**src/rtl/fskrx_pkg.sv**
```systemverilog
package fskrx_pkg;

  // Half-period classification produced by the datapath
  typedef struct packed {
    logic halfShort;
    logic halfLong;
    logic halfBad;
  } halfEvt_t;

  // Strobes from control into the datapath
  typedef struct packed {
    logic shiftEn;
    logic shiftBit;
    logic loadByte;
  } dpCtl_t;

  typedef enum logic [1:0] {
    ST_IDLE,
    ST_HUNT,
    ST_DATA,
    ST_STOP
  } frameSt_t;

endpackage

```
**src/rtl/fskrx_datapath.sv**
```systemverilog
module fskrx_datapath
  import fskrx_pkg::*;
#(
  parameter int CNT_W    = 16,
  parameter int THRESH   = 5000,
  parameter int MAX_HALF = 10000,
  parameter int DATA_W   = 8
) (
  input  logic              clk,
  input  logic              rst,
  input  logic              rxEnable,
  input  logic              tapeIn,
  input  dpCtl_t            ctl,
  output halfEvt_t          evt,
  output logic [DATA_W-1:0] rxData
);

  localparam logic [CNT_W-1:0] THR_C = CNT_W'(THRESH);
  localparam logic [CNT_W-1:0] MAX_C = CNT_W'(MAX_HALF);

  logic [2:0]        syncQ;
  logic              edgeSeen;
  logic [CNT_W-1:0]  halfCnt;
  logic [DATA_W-1:0] shiftReg;

  // Two synchronising flops plus one history flop for edge detection
  always_ff @(posedge clk) begin
    if (rst) syncQ <= '0;
    else     syncQ <= {syncQ[1:0], tapeIn};
  end

  assign edgeSeen = syncQ[2] ^ syncQ[1];

  // Interval counter: cleared on each edge, saturates, held full when off
  always_ff @(posedge clk) begin
    if (rst || !rxEnable)  halfCnt <= '1;
    else if (edgeSeen)     halfCnt <= '0;
    else if (halfCnt != '1) halfCnt <= halfCnt + 1'b1;
  end

  always_ff @(posedge clk) begin
    if (rst) begin
      evt <= '0;
    end else begin
      evt.halfShort <= rxEnable && edgeSeen && (halfCnt < THR_C);
      evt.halfLong  <= rxEnable && edgeSeen && (halfCnt >= THR_C) && (halfCnt < MAX_C);
      evt.halfBad   <= rxEnable && edgeSeen && (halfCnt >= MAX_C);
    end
  end

  always_ff @(posedge clk) begin
    if (rst) begin
      shiftReg <= '0;
      rxData   <= '0;
    end else begin
      if (ctl.shiftEn)  shiftReg <= {ctl.shiftBit, shiftReg[DATA_W-1:1]};
      if (ctl.loadByte) rxData   <= shiftReg;
    end
  end

  AST_LOAD_COPIES: assert property (@(posedge clk) disable iff (rst)
    ctl.loadByte |=> rxData == $past(shiftReg));

  AST_ONE_CLASS: assert property (@(posedge clk) disable iff (rst)
    $onehot0({evt.halfShort, evt.halfLong, evt.halfBad}));

  AST_QUIET_WHEN_OFF: assert property (@(posedge clk) disable iff (rst)
    !rxEnable |=> evt == '0);

endmodule

```
**src/rtl/fskrx_control.sv**
```systemverilog
module fskrx_control
  import fskrx_pkg::*;
#(
  parameter int DATA_W   = 8,
  parameter int TONE_RUN = 10
) (
  input  logic     clk,
  input  logic     rst,
  input  logic     rxEnable,
  input  halfEvt_t evt,
  input  logic     byteRead,
  input  logic     toneAck,
  output dpCtl_t   ctl,
  output logic     rxFull,
  output logic     highTone,
  output logic     toneIrq
);

  localparam int IDX_W = (DATA_W > 1) ? $clog2(DATA_W) : 1;
  localparam int RUN_W = $clog2(TONE_RUN + 1);
  localparam logic [IDX_W-1:0] LAST_IDX = IDX_W'(DATA_W - 1);
  localparam logic [RUN_W-1:0] RUN_MAX  = RUN_W'(TONE_RUN);
  localparam logic [RUN_W-1:0] RUN_HIT  = RUN_W'(TONE_RUN - 1);

  logic             longSeen;
  logic [1:0]       shortCnt;
  logic             bitValid;
  logic             bitVal;
  frameSt_t         state;
  logic [IDX_W-1:0] bitIdx;
  logic [RUN_W-1:0] runCnt;
  logic             toneHit;

  // Half-period pairing into bits
  assign bitValid = (evt.halfLong && longSeen) || (evt.halfShort && shortCnt == 2'd3);
  assign bitVal   = evt.halfShort;

  always_ff @(posedge clk) begin
    if (rst || !rxEnable || evt.halfBad) begin
      longSeen <= 1'b0;
      shortCnt <= '0;
    end else if (evt.halfLong) begin
      shortCnt <= '0;
      longSeen <= !longSeen;
    end else if (evt.halfShort) begin
      longSeen <= 1'b0;
      shortCnt <= shortCnt + 2'd1;
    end
  end

  // Frame decoder
  assign ctl.shiftEn  = bitValid && (state == ST_DATA);
  assign ctl.shiftBit = bitVal;
  assign ctl.loadByte = bitValid && (state == ST_STOP) && bitVal;

  always_ff @(posedge clk) begin
    if (rst || !rxEnable) begin
      state  <= ST_IDLE;
      bitIdx <= '0;
    end else if (bitValid) begin
      case (state)
        ST_IDLE: if (bitVal) state <= ST_HUNT;
        ST_HUNT: if (!bitVal) begin
          state  <= ST_DATA;
          bitIdx <= '0;
        end
        ST_DATA: begin
          bitIdx <= bitIdx + 1'b1;
          if (bitIdx == LAST_IDX) state <= ST_STOP;
        end
        default: state <= bitVal ? ST_HUNT : ST_IDLE;
      endcase
    end
  end

  always_ff @(posedge clk) begin
    if (rst)               rxFull <= 1'b0;
    else if (ctl.loadByte) rxFull <= 1'b1;
    else if (byteRead)     rxFull <= 1'b0;
  end

  // Leader tone run detector
  assign toneHit = bitValid && bitVal && (runCnt == RUN_HIT);

  always_ff @(posedge clk) begin
    if (rst || !rxEnable) runCnt <= '0;
    else if (bitValid) begin
      if (!bitVal)              runCnt <= '0;
      else if (runCnt != RUN_MAX) runCnt <= runCnt + 1'b1;
    end
  end

  always_ff @(posedge clk) begin
    if (rst) begin
      highTone <= 1'b0;
      toneIrq  <= 1'b0;
    end else begin
      toneIrq <= toneHit;
      if (toneHit)      highTone <= 1'b1;
      else if (toneAck) highTone <= 1'b0;
    end
  end

  AST_READ_CLEARS: assert property (@(posedge clk) disable iff (rst)
    byteRead && !ctl.loadByte |=> !rxFull);

  AST_LOAD_AT_STOP: assert property (@(posedge clk) disable iff (rst)
    $rose(rxFull) |-> $past(state) == ST_STOP);

  AST_TONE_SET: assert property (@(posedge clk) disable iff (rst)
    toneHit |=> highTone && toneIrq);

  AST_IRQ_SINGLE: assert property (@(posedge clk) disable iff (rst)
    toneIrq |=> !toneIrq);

  AST_ZERO_CLEARS_RUN: assert property (@(posedge clk) disable iff (rst)
    bitValid && !bitVal && rxEnable |=> runCnt == '0);

  AST_ACK_CLEARS: assert property (@(posedge clk) disable iff (rst)
    toneAck && !toneHit |=> !highTone);

  AST_IDLE_WHEN_OFF: assert property (@(posedge clk) disable iff (rst)
    !rxEnable |=> state == ST_IDLE && runCnt == '0);

endmodule

```
**src/rtl/tape_fsk_rx.sv**
```systemverilog
module tape_fsk_rx
  import fskrx_pkg::*;
#(
  parameter int CNT_W    = 16,
  parameter int THRESH   = 5000,
  parameter int MAX_HALF = 10000,
  parameter int DATA_W   = 8,
  parameter int TONE_RUN = 10
) (
  input  logic              clk,
  input  logic              rst,
  input  logic              rxEnable,
  input  logic              tapeIn,
  input  logic              byteRead,
  input  logic              toneAck,
  output logic [DATA_W-1:0] rxData,
  output logic              rxFull,
  output logic              highTone,
  output logic              toneIrq
);

  halfEvt_t evt;
  dpCtl_t   ctl;

  fskrx_datapath #(
    .CNT_W(CNT_W), .THRESH(THRESH), .MAX_HALF(MAX_HALF), .DATA_W(DATA_W)
  ) i_datapath (
    .clk(clk), .rst(rst), .rxEnable(rxEnable), .tapeIn(tapeIn),
    .ctl(ctl), .evt(evt), .rxData(rxData)
  );

  fskrx_control #(
    .DATA_W(DATA_W), .TONE_RUN(TONE_RUN)
  ) i_control (
    .clk(clk), .rst(rst), .rxEnable(rxEnable), .evt(evt),
    .byteRead(byteRead), .toneAck(toneAck), .ctl(ctl),
    .rxFull(rxFull), .highTone(highTone), .toneIrq(toneIrq)
  );

endmodule

```
**config.mk**
```make
export PLATFORM = sky130hd
export DESIGN_NAME = tape_fsk_rx
export DESIGN_NICKNAME = d
export VERILOG_FILES = /design/src/rtl/fskrx_pkg.sv /design/src/rtl/fskrx_datapath.sv /design/src/rtl/fskrx_control.sv /design/src/rtl/tape_fsk_rx.sv
export SDC_FILE = /design/constraint.sdc
export NUM_CORES = 1
export LEC_CHECK = 0
export ABC_AREA = 1
export BUFFER_PORTS_ARGS = -buffer_cell sky130_fd_sc_hd__buf_2
export CAP_MARGIN = 20
export CORE_MARGIN = 1
export CORE_UTILIZATION = 35
export CTS_CLUSTER_DIAMETER = 100
export DETAILED_ROUTE_END_ITERATION = 10
export PLACE_DENSITY = 0.57
export SYNTH_ARGS = -nofsm -noshare
export SYNTH_HDL_FRONTEND = slang
export SYNTH_SLANG_ARGS = --single-unit
```
**constraint.sdc**
```tcl
create_clock -name clk -period 2.5 [get_ports clk]
set_input_delay 0.625 -clock clk [delete_from_list [all_inputs] [get_ports clk]]
set_output_delay 0.625 -clock clk [all_outputs]
set_load 0.01 [all_outputs]
```
==> out/metrics.csv <==
stage,metric,value,unit
status,status,"complete, no violations",
cts,worstSkewPairLatency,0.31,ns
sta,fin_crit_sh,64.55,%
route,drtPass1Iterations,4,
sta,max_freq,619.7,MHz
setup_path,start_kind,register,
floorplanning,core.rowCount,31,
cts,cts_buffer_depth,2,
logic_synthesis,synth_cells,362,
setup_path,rr_startpoint,i_datapath.halfCnt[0],
finish,num-nets-final,400,
setup_path,crit_slowest_cell,dfxtp_1,
place,hpwl,3936,um
place,port_buffers,16,
grt,grt_max_degree,20,
floorplanning,die-area,0.007869,mm^2
place,post_dp_cell_area,0.002815,mm^2
sta,max-slew-margin-rel,72.05,%
sta,slew_violations,0,
floorplanning,core_area,0.007253,mm^2
grt,gr-total-overflow,0,
route,vias,2262,
cts,cts.clk_slew.worst_paths,0.10,ns
cts,cts_tree,yes,
logic_synthesis,synthMostInstantiatedCell,nand2_1,
logic_synthesis,synthTopCellsByArea,"dfxtp_1, nand2_1, nand3_1",
route,viasPerCell,4.703,
finish,fillers,798,
sta,hold_viol_final,0,
logic_synthesis,synth_area,0.002631,mm^2
logic_synthesis,synth_cell_types,35,
sta,setup_viol,0,
logic_synthesis,seq_area_frac_synth,40.32,%
floorplanning,die_y,88.71,um
logic_synthesis,synthesis.nets,381,
route,wl,5196,um
setup_path,startpoint,i_datapath.halfCnt[0],
cts,htreeDepth,2,
sta,fin_skew,0.01109,ns
logic_synthesis,synthTopCellsByCount,"nand2_1, dfxtp_1, nor2_1",
logic_synthesis,ys.flop_type,dfxtp_1,
min_path,hold_class,register to register,
pwr,irDropWorstVdd,0.0003364,V
setup_path,critPathArrivalTime,1.81,ns
setup_path,cp_common_cell,nand2_1,
logic_synthesis,syn_avg_cell_area,7.269,um^2
pwr,leakage,0.001344,uW
pwr,power.density,705.1,mW/mm^2
min_path,hold_start,i_datapath.syncQ[0],
cts,clock-sinks,53,
logic_synthesis,synth_top_cell_area_share,40.32,%
cts,post-cts-setup-buffers,0,
finish,final_cell_area,0.002909,mm^2
setup_path,slowest_delay,0.44,ns
place,dp_worst_setup_slack,0.8091,ns
place,place_inst,473,
grt,grt_pass1_wl,9059,um
cts,cts_made_buffers,5,
setup_path,path_cells,"ha_1, nand2_1, nor2_2, nand2_1, nor2_1, nand2_1, nand3_1, nand3_1",
logic_synthesis,synth_edf_count,0,
grt,grt_usage,14.84,%
sta,rsz0062_at_grt,false,
setup_path,worst-path-max-fanout,6,
cts,ctsHoldBuffers,0,
floorplanning,start_util,36.28,%
logic_synthesis,synth.largest_area_cell,dfxtp_1,
finish,area_delta_synth_final,10.56,%
finish,stdcell_count,481,
route,drt_iter0_drc,105,
floorplanning,die_x,88.71,um
logic_synthesis,ys_seq_elements,53,
finish,layout-drive-gt1-share,12.57,%
setup_path,path_class,register to register,
floorplanning,io_pins,17,
setup_path,critPathRequiredTime,2.69,ns
route,wire_per_inst,10.80,um
logic_synthesis,synth-warning-count,0,
route,drcViolationCount,0,
route,antenna_left,0,
place,finalWeightedCongestion,0.8738,
sta,setup_tns,0,ns
setup_path,end_kind,register,
cts,cts_resized,0,
sta,worst_slack,0.8862,ns
cts,cts-root-buf,clkbuf_8,
grt,grt_pass1_vias,2059,
grt,antenna_found_initial,0,
logic_synthesis,async_reset_ff_share,0,%
finish,num_antenna_cells,0,
run,cap_violations,0,
sta,tightest_slew,0.4186,ns
sta,fin_crit,1.614,ns
-- registers in the layout (all words and copies together), names as in the netlist, 2 cells and up --
register / cells
i_datapath.halfCnt: 16
i_datapath.rxData: 8
i_datapath.shiftReg: 8
i_control.runCnt: 4
i_control.bitIdx: 3
i_datapath.evt: 3
i_datapath.syncQ: 3
i_control.shortCnt: 2
i_control.state: 2
-- cells by family after synthesis --
group / count (synthesis) / share of synthesized area (%)
AO/OA/AOI/OAI: 46 / 9.605
XOR/XNOR: 2 / 0.6658
adder cells (fa/ha/maj): 13 / 6.182
buffers and inverters: 48 / 7.751
flip-flops: 53 / 40.32
AND/OR/NAND/NOR: 200 / 35.47
-- cell type report --
type | count | area [um^2] | share of cell area [%]
multi-input cells | 261 | 1366 | 46.97
clock inverters | 3 | 25.02 | 0.8602
inverters | 41 | 161.4 | 5.548
clock buffers | 5 | 68.82 | 2.366
repair buffers | 19 | 102.6 | 3.527
flip-flops and latches | 53 | 1061 | 36.47
well taps | 99 | 123.9 | 4.258
-- cell usage in the layout (no fill, tap or decap), types with 2 or more instances in the layout --
cell type and n:
nor2_4 3, clkbuf_8 5, xnor2_1 2, inv_1 35
a21oi_1 26, nand3b_1 2, o211ai_1 2, nand2_4 3
buf_4 3, nand4_1 4, o21ai_0 13, clkinv_4 2
nor2_2 2, nor2_1 51, nand2_2 3, ha_1 13
nand2_1 73, inv_2 3, dfxtp_1 53, buf_2 16
o21bai_1 2, nand3_1 50, or2_2 2, nor3_1 2
-- path summary, 6_finish.rpt --
kind,end,slack [ns],cells past startpoint
max,i_datapath.halfCnt[1],0.89,8
min,i_datapath.syncQ[1],0.39,2
max reg2reg,i_datapath.halfCnt[1],0.89,8
min reg2reg,i_datapath.syncQ[1],0.39,2
-- report_power, final --
part / total (uW) / internal (uW) / switching (uW)
registers: 945 / 892 / 53.1
logic: 605 / 207 / 398
clock network: 501 / 203 / 299
-- critical path, delay by kind of cell, from the launching register on --
kind	cells	cell delay [ns]
fa+ha+maj	1	0.28
flops	1	0.44
simple gates	7	0.79
-- per-layer routing --
metal | track usage (%) | wire length [um] | share of wire, %
met1 | 18.37 | 2515 | 48
met2 | 25.38 | 2470 | 48
met3 | 3.078 | 119 | 2.3
met4 | 5.425 | 90 | 1.7
met5 | 0 | 0 | 0
-- stage by stage --
stage          utilization (%)  hold slack (ns)  power (uW)
6_report                 40.11           0.3936        2051
4_1_cts                  40.11           0.3973        2077
3_5_place_dp             38.81           0.3992        1569
2_1_floorplan                -           0.3883        1438
3_3_place_gp             38.81           0.3991        1565
5_1_grt                  40.11           0.4152        2213
Power figures use the tool's default switching activity.
